--- config.mk ---
export PLATFORM = sky130hd
export DESIGN_NAME = wdt_once
export DESIGN_NICKNAME = d
export VERILOG_FILES = /design/src/rtl/wdt_once_pkg.sv /design/src/rtl/wdt_rst_sync.sv /design/src/rtl/wdt_cfg_reg.sv /design/src/rtl/wdt_tick_sel.sv /design/src/rtl/wdt_counter.sv /design/src/rtl/wdt_once.sv
export SDC_FILE = /design/constraint.sdc
export NUM_CORES = 1
export LEC_CHECK = 0
export ABC_AREA = 1
export BUFFER_PORTS_ARGS = -buffer_cell sky130_fd_sc_hd__buf_2
export CAP_MARGIN = 30
export CORE_MARGIN = 3
export CORE_UTILIZATION = 58
export CTS_CLUSTER_DIAMETER = 200
export DETAILED_ROUTE_END_ITERATION = 12
export PLACE_DENSITY = 0.8
export SYNTH_ARGS = -nofsm -noshare
export SYNTH_HDL_FRONTEND = slang
export SYNTH_HIERARCHICAL = 1
export SYNTH_SLANG_ARGS = --single-unit
--- constraint.sdc ---
create_clock -name clk -period 1.7 [get_ports clk]
set_input_delay 0.17 -clock clk [delete_from_list [all_inputs] [get_ports clk]]
set_output_delay 0.17 -clock clk [all_outputs]
set_load 0.05 [all_outputs]
--- src/rtl/wdt_once_pkg.sv ---
package wdt_once_pkg;
  typedef enum logic [1:0] {
    SRC_OFF  = 2'b00,
    SRC_LSC  = 2'b01,
    SRC_SYS  = 2'b10,
    SRC_OFF2 = 2'b11
  } wdt_src_e;
endpackage

--- src/rtl/wdt_rst_sync.sv ---
module wdt_rst_sync #(
  parameter int STAGES = 2
) (
  input  logic clk,
  input  logic arst_n,
  output logic rst_n_o
);
  logic [STAGES-1:0] sr_q;

  always_ff @(posedge clk or negedge arst_n) begin
    if (!arst_n) sr_q <= '0;
    else         sr_q <= {sr_q[STAGES-2:0], 1'b1};
  end

  assign rst_n_o = sr_q[STAGES-1];
endmodule

--- src/rtl/wdt_cfg_reg.sv ---
module wdt_cfg_reg
  import wdt_once_pkg::*;
#(
  parameter int SEL_W = 3
) (
  input  logic             clk,
  input  logic             rst_n,
  input  logic             opt_i,
  input  logic             we_i,
  input  logic [SEL_W-1:0] sel_i,
  input  logic [1:0]       src_i,
  output logic             mode_b_o,
  output logic [SEL_W-1:0] sel_o,
  output wdt_src_e         src_o,
  output logic             lock_o
);
  logic             cap_q, cap_d;
  logic             mode_q, mode_d;
  logic [SEL_W-1:0] sel_q, sel_d;
  wdt_src_e         src_q, src_d;
  logic             lock_q, lock_d;
  logic             mode_eff;

  assign mode_eff = cap_q ? mode_q : opt_i;

  always_comb begin
    cap_d  = cap_q;
    mode_d = mode_q;
    sel_d  = sel_q;
    src_d  = src_q;
    lock_d = lock_q;
    if (!cap_q) begin
      cap_d  = 1'b1;
      mode_d = opt_i;
    end
    if (we_i && !lock_q) begin
      sel_d  = sel_i;
      lock_d = 1'b1;
      if (mode_eff) src_d = wdt_src_e'(src_i);
    end
  end

  always_ff @(posedge clk or negedge rst_n) begin
    if (!rst_n) begin
      cap_q  <= 1'b0;
      mode_q <= 1'b0;
      sel_q  <= '1;
      src_q  <= SRC_LSC;
      lock_q <= 1'b0;
    end else begin
      cap_q  <= cap_d;
      mode_q <= mode_d;
      sel_q  <= sel_d;
      src_q  <= src_d;
      lock_q <= lock_d;
    end
  end

  assign mode_b_o = mode_eff;
  assign sel_o    = sel_q;
  assign src_o    = src_q;
  assign lock_o   = lock_q;

  AST_CFG_FROZEN: assert property (@(posedge clk) disable iff (!rst_n)
    lock_q |=> ($stable(sel_q) && $stable(src_q)));
  AST_MODE_HELD: assert property (@(posedge clk) disable iff (!rst_n)
    cap_q |=> $stable(mode_q));
  AST_FIXED_SRC: assert property (@(posedge clk) disable iff (!rst_n)
    (cap_q && !mode_q) |-> (src_q == SRC_LSC));
endmodule

--- src/rtl/wdt_tick_sel.sv ---
module wdt_tick_sel
  import wdt_once_pkg::*;
(
  input  logic     clk,
  input  logic     rst_n,
  input  logic     mode_b_i,
  input  wdt_src_e src_i,
  input  logic     sys_tick_i,
  input  logic     lsc_tick_i,
  input  logic     halt_i,
  input  logic     stab_i,
  input  logic     lsc_off_i,
  output logic     cnt_en_o
);
  wdt_src_e src_eff;
  logic     sys_ok, lsc_ok;

  assign src_eff = mode_b_i ? src_i : SRC_LSC;
  assign sys_ok  = sys_tick_i && !halt_i && !stab_i;
  assign lsc_ok  = lsc_tick_i && !(halt_i && mode_b_i && lsc_off_i);

  always_comb begin
    case (src_eff)
      SRC_SYS: cnt_en_o = sys_ok;
      SRC_LSC: cnt_en_o = lsc_ok;
      default: cnt_en_o = 1'b0;
    endcase
  end

  AST_SYS_SUSPEND: assert property (@(posedge clk) disable iff (!rst_n)
    (mode_b_i && src_i == SRC_SYS && (halt_i || stab_i)) |-> !cnt_en_o);
  AST_NO_STROBE: assert property (@(posedge clk) disable iff (!rst_n)
    !(sys_tick_i || lsc_tick_i) |-> !cnt_en_o);
  AST_FIXED_IGNORES_SYS: assert property (@(posedge clk) disable iff (!rst_n)
    (!mode_b_i && !lsc_tick_i) |-> !cnt_en_o);
endmodule

--- src/rtl/wdt_counter.sv ---
module wdt_counter #(
  parameter int MIN_EXP = 11,
  parameter int SEL_W   = 3,
  parameter int CNT_W   = MIN_EXP + (1 << SEL_W) - 1
) (
  input  logic             clk,
  input  logic             rst_n,
  input  logic             cnt_en_i,
  input  logic             kick_i,
  input  logic [SEL_W-1:0] sel_i,
  output logic             rst_req_o
);
  localparam int NSEL = 1 << SEL_W;

  logic [CNT_W-1:0] term_tab [NSEL];
  logic [CNT_W-1:0] term;
  logic [CNT_W-1:0] cnt_q, cnt_d;
  logic             req_q, req_d;
  logic             hit;

  for (genvar g = 0; g < NSEL; g++) begin : g_term
    assign term_tab[g] = CNT_W'((64'd1 << (MIN_EXP + g)) - 64'd1);
  end

  assign term = term_tab[sel_i];
  assign hit  = cnt_en_i && (cnt_q >= term);

  always_comb begin
    cnt_d = cnt_q;
    req_d = 1'b0;
    if (kick_i) begin
      cnt_d = '0;
    end else if (hit) begin
      cnt_d = '0;
      req_d = 1'b1;
    end else if (cnt_en_i) begin
      cnt_d = cnt_q + 1'b1;
    end
  end

  always_ff @(posedge clk or negedge rst_n) begin
    if (!rst_n) begin
      cnt_q <= '0;
      req_q <= 1'b0;
    end else begin
      cnt_q <= cnt_d;
      req_q <= req_d;
    end
  end

  assign rst_req_o = req_q;

  AST_RST_PULSE: assert property (@(posedge clk) disable iff (!rst_n)
    req_q |=> !req_q);
  AST_RST_NEEDS_TICK: assert property (@(posedge clk) disable iff (!rst_n)
    req_q |-> $past(cnt_en_i));
  AST_KICK_WINS: assert property (@(posedge clk) disable iff (!rst_n)
    kick_i |=> (!req_q && cnt_q == '0));
  AST_HOLD_IDLE: assert property (@(posedge clk) disable iff (!rst_n)
    (!cnt_en_i && !kick_i) |=> ($stable(cnt_q) && !req_q));
endmodule

--- src/rtl/wdt_once.sv ---
module wdt_once
  import wdt_once_pkg::*;
#(
  parameter int MIN_EXP = 11,
  parameter int SEL_W   = 3
) (
  input  logic             clk,
  input  logic             rst_n,
  input  logic             opt_stoppable_i,
  input  logic             sys_tick_i,
  input  logic             lsc_tick_i,
  input  logic             halt_stop_i,
  input  logic             osc_stab_i,
  input  logic             lsc_osc_off_i,
  input  logic             cfg_we_i,
  input  logic [SEL_W-1:0] cfg_sel_i,
  input  logic [1:0]       cfg_src_i,
  input  logic             kick_i,
  output logic             wdt_rst_o,
  output logic             lock_o
);
  localparam int MAX_EXP = MIN_EXP + (1 << SEL_W) - 1;
  localparam int CNT_W   = MAX_EXP;

  logic             rst_n_s;
  logic             mode_b;
  logic [SEL_W-1:0] sel;
  wdt_src_e         src;
  logic             cnt_en;

  wdt_rst_sync #(.STAGES(2)) u_sync (
    .clk     (clk),
    .arst_n  (rst_n),
    .rst_n_o (rst_n_s)
  );

  wdt_cfg_reg #(.SEL_W(SEL_W)) u_cfg (
    .clk      (clk),
    .rst_n    (rst_n_s),
    .opt_i    (opt_stoppable_i),
    .we_i     (cfg_we_i),
    .sel_i    (cfg_sel_i),
    .src_i    (cfg_src_i),
    .mode_b_o (mode_b),
    .sel_o    (sel),
    .src_o    (src),
    .lock_o   (lock_o)
  );

  wdt_tick_sel u_tick (
    .clk        (clk),
    .rst_n      (rst_n_s),
    .mode_b_i   (mode_b),
    .src_i      (src),
    .sys_tick_i (sys_tick_i),
    .lsc_tick_i (lsc_tick_i),
    .halt_i     (halt_stop_i),
    .stab_i     (osc_stab_i),
    .lsc_off_i  (lsc_osc_off_i),
    .cnt_en_o   (cnt_en)
  );

  wdt_counter #(.MIN_EXP(MIN_EXP), .SEL_W(SEL_W), .CNT_W(CNT_W)) u_cnt (
    .clk       (clk),
    .rst_n     (rst_n_s),
    .cnt_en_i  (cnt_en),
    .kick_i    (kick_i),
    .sel_i     (sel),
    .rst_req_o (wdt_rst_o)
  );

  AST_LOCK_STICKY: assert property (@(posedge clk) disable iff (!rst_n_s)
    lock_o |=> lock_o);
  AST_RESET_QUIET: assert property (@(posedge clk) disable iff (!rst_n_s)
    $rose(rst_n_s) |-> (!wdt_rst_o && !lock_o));
endmodule

* Word-level counts from Yosys, hierarchy flattened
Memory sizes are Yosys's and may differ from the RTL's.
Index checks and enable logic that the tools add are counted.
** Cells by class
- $add $sub $neg :: 1
- Order comparisons :: 2
- Equal/unequal tests :: 2
- Mux-type cells :: 10
- Bitwise operators :: 1
- Reductions and logical operators :: 13
** Operators with widths (count)
- 18-bit two-way mux :: 5
- 18-bit by 1-bit adder with 18-bit output (second input constant) :: 1
- 18-bit >= comparator :: 1
- 1-bit logical AND :: 7
- 4-bit >= comparator (second input constant) :: 1
- 1-bit zero test :: 4
- 3-bit NOT with 4-bit output :: 1
- 1-bit two-way mux :: 3
- 3-bit nonzero test :: 1
- 2-bit by 1-bit == test with 1-bit output (second input constant) :: 1
- 2-bit == test (second input constant) :: 1
- 2-bit two-way mux :: 1
- 1-bit case mux with 2 select lines :: 1
- 2-bit AND reduction :: 1
** Word-level totals
- Flip-flop bits (word level) :: 29
- Bits in read-only memories :: 144
- Input bits :: 15
- Output and inout bits :: 2
- Memories kept :: 1
** Memory list
- (name not given) :: words 8, bits a word 18, rd ports 1, clocked after Yosys merged registers in 0, wr ports 0, line wdt_counter.sv:25 : assign term = term_tab[sel_i];

* Logic depth before layout (Yosys ltp)
- Depth in word-level cells :: 9
- Mapped depth :: 16
- Depth with buffers taken out :: 16

* Hierarchy
Netlist, hierarchy kept.
** Modules (own cells, without submodules)
- wdt_counter :: instances 1, cells each 207, area each 1412.6 µm², seq. area each 475.5 µm²
- wdt_cfg_reg :: instances 1, cells each 33, area each 332.8 µm², seq. area each 205.2 µm²
- wdt_tick_sel :: instances 1, cells each 17, area each 95.1 µm², seq. area each 0.0 µm²
- wdt_rst_sync :: instances 1, cells each 3, area each 53.8 µm², seq. area each 50.0 µm²

* Worst setup path before layout
Ideal clock, no wire load.
- Kind :: flip-flop to flip-flop
- Start point :: register u_cfg.cap_q
- End point :: register u_cnt.cnt_q[5]
- Arrival time :: 1914 ps
- Required time :: 1624 ps
- Slack :: -290 ps
- Cell stages (with the launch flop) :: 17
- Buffers on the path :: 0
- Period minus slack after synthesis :: 1990 ps
- Path through :: dfrtp_1 > inv_1 > nand2_2 > nand2_4 > inv_1 > nor2_2 > inv_1 > ha_1 > inv_1 > nand2_1 > a21oi_2 > inv_2 > nor2_4 > inv_2 > a21oi_1 > o21ai_0 > o21ai_1
** Between the ends
- Cells in the longest elaborated chain, start to end :: 9
- Elaborated cells between the ends (all ways) :: 13
** RTL lines
- start: declaration :: line wdt_cfg_reg.sv:17 : logic cap_q, cap_d;
- start signal: assignment :: line wdt_cfg_reg.sv:51 : cap_q <= cap_d;
- 1-bit two-way mux (*)
- via mode_b :: line wdt_once.sv:26 : logic mode_b;
- 1-bit logical AND (2 in a row) :: line wdt_tick_sel.sv:20 : assign lsc_ok = lsc_tick_i && !(halt_i && mode_b_i && lsc_off_i);
- 1-bit zero test :: line wdt_tick_sel.sv:20
- 1-bit logical AND :: line wdt_tick_sel.sv:20
- 1-bit case mux with 2 select lines (*) :: line wdt_tick_sel.sv:23 : case (src_eff)
- via cnt_en :: line wdt_once.sv:29 : logic cnt_en;
- 1-bit logical AND :: line wdt_counter.sv:26 : assign hit = cnt_en_i && (cnt_q >= term);
- 18-bit two-way mux :: line wdt_counter.sv:33 : end else if (hit) begin
- 18-bit two-way mux :: line wdt_counter.sv:31 : if (kick_i) begin
- end signal: assignment :: line wdt_counter.sv:46 : cnt_q <= cnt_d;
- end: declaration :: line wdt_counter.sv:17 : logic [CNT_W-1:0] cnt_q, cnt_d;
The timed path passes the listed nets; every way through them passes the cells marked *.
A chain may end at the register's enable or synchronous reset.

* Worst setup path in the final report
- Start point :: register u_cfg.sel_q[2] (netlist: u_cfg/sel_o[2])
- End point :: register u_cnt.cnt_q[11]
** Between the ends
- Cells in the longest elaborated chain, start to end :: 8
- Elaborated cells between the ends (all ways) :: 9
** RTL lines
- start: declaration :: line wdt_cfg_reg.sv:19 : logic [SEL_W-1:0] sel_q, sel_d;
- start signal: assignment :: line wdt_cfg_reg.sv:53 : sel_q <= sel_d;
- 3-bit NOT with 4-bit output (implied by the code) (*) :: line wdt_counter.sv:25
- memory read 8 x 18 bit (*)
- 18-bit two-way mux (implied by the code) (*) (2 in a row) :: line wdt_counter.sv:25
- 18-bit >= comparator (*) :: line wdt_counter.sv:26
- 1-bit logical AND (*) :: line wdt_counter.sv:26
- 18-bit two-way mux :: line wdt_counter.sv:33
- 18-bit two-way mux :: line wdt_counter.sv:31
Mark *: on every way between the ends. The rest lies on a longest branch, timed or not. The select of a mux whose other input is x is not followed.

==> impl_metrics.ini <==
[power_and_ir_drop]
finalPower_mw = 1.57
vdd_drop_max_mv = 0.608
leakagePower_nw = 1.21
p_per_area_nw_per_um2 = 608

[floorplan]
ioPinCount = 17
die_area_um2 = 3990
start_util_pct = 61.5
num_rows = 20
die_y_um = 63.2
core-area_um2 = 3080
dieWidth_um = 63.2

[global_route]
track_usage_pct = 26.8
grt_max_degree = 27
grt-ovfl-total = 0
antenna_found_initial = 0
grt_pass1_vias = 1831
grt_pass1_wl_um = 8290

[clock_network]
h-tree-depth = 2
clk-insertion-delay-late_ps = 340
cts.clk_slew.worst_paths_ps = 110
cts_sinks = 29
clockRootBuffer = clkbuf_4
cts_tree = built
numCtsBuffers = 5
clockBufferDepth = 2

[route]
drc = 0
drtAntennaViolNets = 0
dr.pass1.iters = 5
wirelength_um = 5580
vias = 1948
drt-initial-drc-count = 171
viasPerCell = 5.40
wl_per_cell_um = 15.4

[layout]
layout-area-overhead-vs-synth_pct = 36.1
drive_gt1_share_pct = 35.3
final_nets = 341
diodes = 0

[logic_synthesis]
ys_warn_count = 6
ys_types = 29
synthTopCellsByCount = nand2_1 (92), nor2_1 (28), dfrtp_1 (25)
syn_avg_cell_area_um2 = 7.29
synth-edff-count = 0
ys_ff_latch = 29
synth_area_um2 = 1890
netlist_instances = 260
async_reset_ff_share_pct = 100
synth_area_leaders = dfrtp_1 (33%), nand2_1 (18%), ha_1 (6.6%), dfstp_2 (5.5%), nor2_1 (5.5%)
yosysMostFrequentCell = nand2_1
yosys.area.top_type = dfrtp_1
syn_nets = 285
synth_ff_type = dfrtp_1
ys_seq_area_share_pct = 38.6
synth_top_area_share_pct = 33.0

[timing]
final.setup.tns_ps = -7140
clock_skew_ps = 23.7
fin_crit_sh_pct = 125
max_freq_mhz = 471
rsz0062_at_grt = yes
hold_ws_ps = 7.69
slew_violations = 0
fin_ws_ps = -422
finalCriticalPeriod_ps = 2120
hold_viol = 0
setup_violations = 19

[placed_design]
place_hpwl_um = 3200
portBuffers = 16
routabilityCongestion = 0.941

[run_status]
violations = setup timing
status = complete, but fails checks

[setup_path]
crit_path_max_fanout = 8
critPathRequiredTime_ps = 1960
rrSetupSlack_ps = -420
start_kind = flip-flop
crit_arrival_ps = 2380
criticalPathCategory = reg -> reg
cp-end-kind = flip-flop

[worst_hold_path]
hp-class = in -> reg

[run]
maxCapViolCount = 0
[per-layer routing]
metal  track usage (%)  wire (um)  vias to the layer above
met5                 0          0                        -
met4              9.64        226                        0
met3              5.17        360                       28
met2              49.4       2930                       92
met1              30.5       2060                      899
li1                  -          -                      929
[cell usage in the layout (no fill, tap or decap), drive strengths merged]
cell / instances
dfrtp: 25
nand4: 3
nor3: 1
nand3: 19
or2: 3
inv: 25
dlygate4sd3: 1
ha: 10
buf: 50
clkbuf: 7
nand2: 95
o21ai: 18
nor2: 39
dfstp: 4
o21bai: 1
xnor2: 1
clkinv: 2
conb: 2
a21oi: 6
xor2: 5
[timing repair]
item                                    CTS  global route
hold endpoints to repair                  2             0
endpoints found under the setup margin   19            19
cloned                                    1             0
setup buffers                             6             3
pin swaps                                13            18
gates resized for setup                  21            23
hold buffers                              1             0
[final timing paths]
kind | startpoint | to | cells after the start
max | u_cfg/sel_o[2] | u_cnt/cnt_q[11] | 9
min | cfg_sel_i[0] | u_cfg/sel_o[0] | 3
max reg2reg | u_cfg/sel_o[2] | u_cnt/cnt_q[11] | 9
min reg2reg | u_sync/sr_q[1] | u_cfg/lock_o | 0
max in group asynchronous | u_sync/sr_q[1] | u_cfg/sel_o[0] | 1
min in group asynchronous | u_sync/sr_q[1] | u_cfg/lock_o | 0
[through the flow]
stage	area, um2	instances	worst slack, ps	util, %
floorplan	1900	260	-278	-
global placement	2220	342	-318	72.0
detailed placement	2220	342	-431	72.0
CTS	2470	358	-310	80.3
global route	2580	361	-577	83.7
finish	2580	361	-422	83.7
[registers in the layout, summed over array words and instances, names as in the netlist]
| register | count |
|---|---|
| u_cfg/cap_q | 1 |
| u_cfg/lock_o | 1 |
| u_cfg/mode_q | 1 |
| u_cfg/sel_o | 3 |
| u_cfg/src_o | 2 |
| u_cnt/cnt_q | 18 |
| u_cnt/rst_req_o | 1 |
| u_sync/sr_q | 2 |
[layout make-up]
type | instances | area (um2)
Multi-Input combinational cell | 203 | 1200
Clock buffer | 7 | 65.1
Sequential cell | 29 | 731
Tap cell | 44 | 55.1
Fill cell | 193 | 500
Inverter | 26 | 103
Timing Repair Buffer | 51 | 417
Clock inverter | 1 | 5.00
[cell families after synthesis]
group | count (synthesis) | synth area share, %
AND/OR/NAND/NOR | 160 | 38.4
XOR/XNOR | 6 | 2.77
adder cells (fa/ha/maj) | 10 | 6.61
buffers and inverters | 28 | 5.94
other | 2 | 0.396
AO/OA/AOI/OAI | 25 | 7.33
flip-flops | 29 | 38.6
[worst max-delay path, stage by stage, from the launching register on]
cell,delay [ps]
dfstp_2,640
o21ai_1,90
ha_1,340
nand2_1,80
nand2_1,60
a21oi_1,190
nand2_2,140
o21ai_4,310
nand2_1,100
nand2_1,90
[power breakdown]
part,switching (mW),internal [mW]
Clock,0.257,0.239
Sequential,0.0268,0.722
Combinational,0.167,0.155
Note: power is estimated with default switching activity, not from simulation.
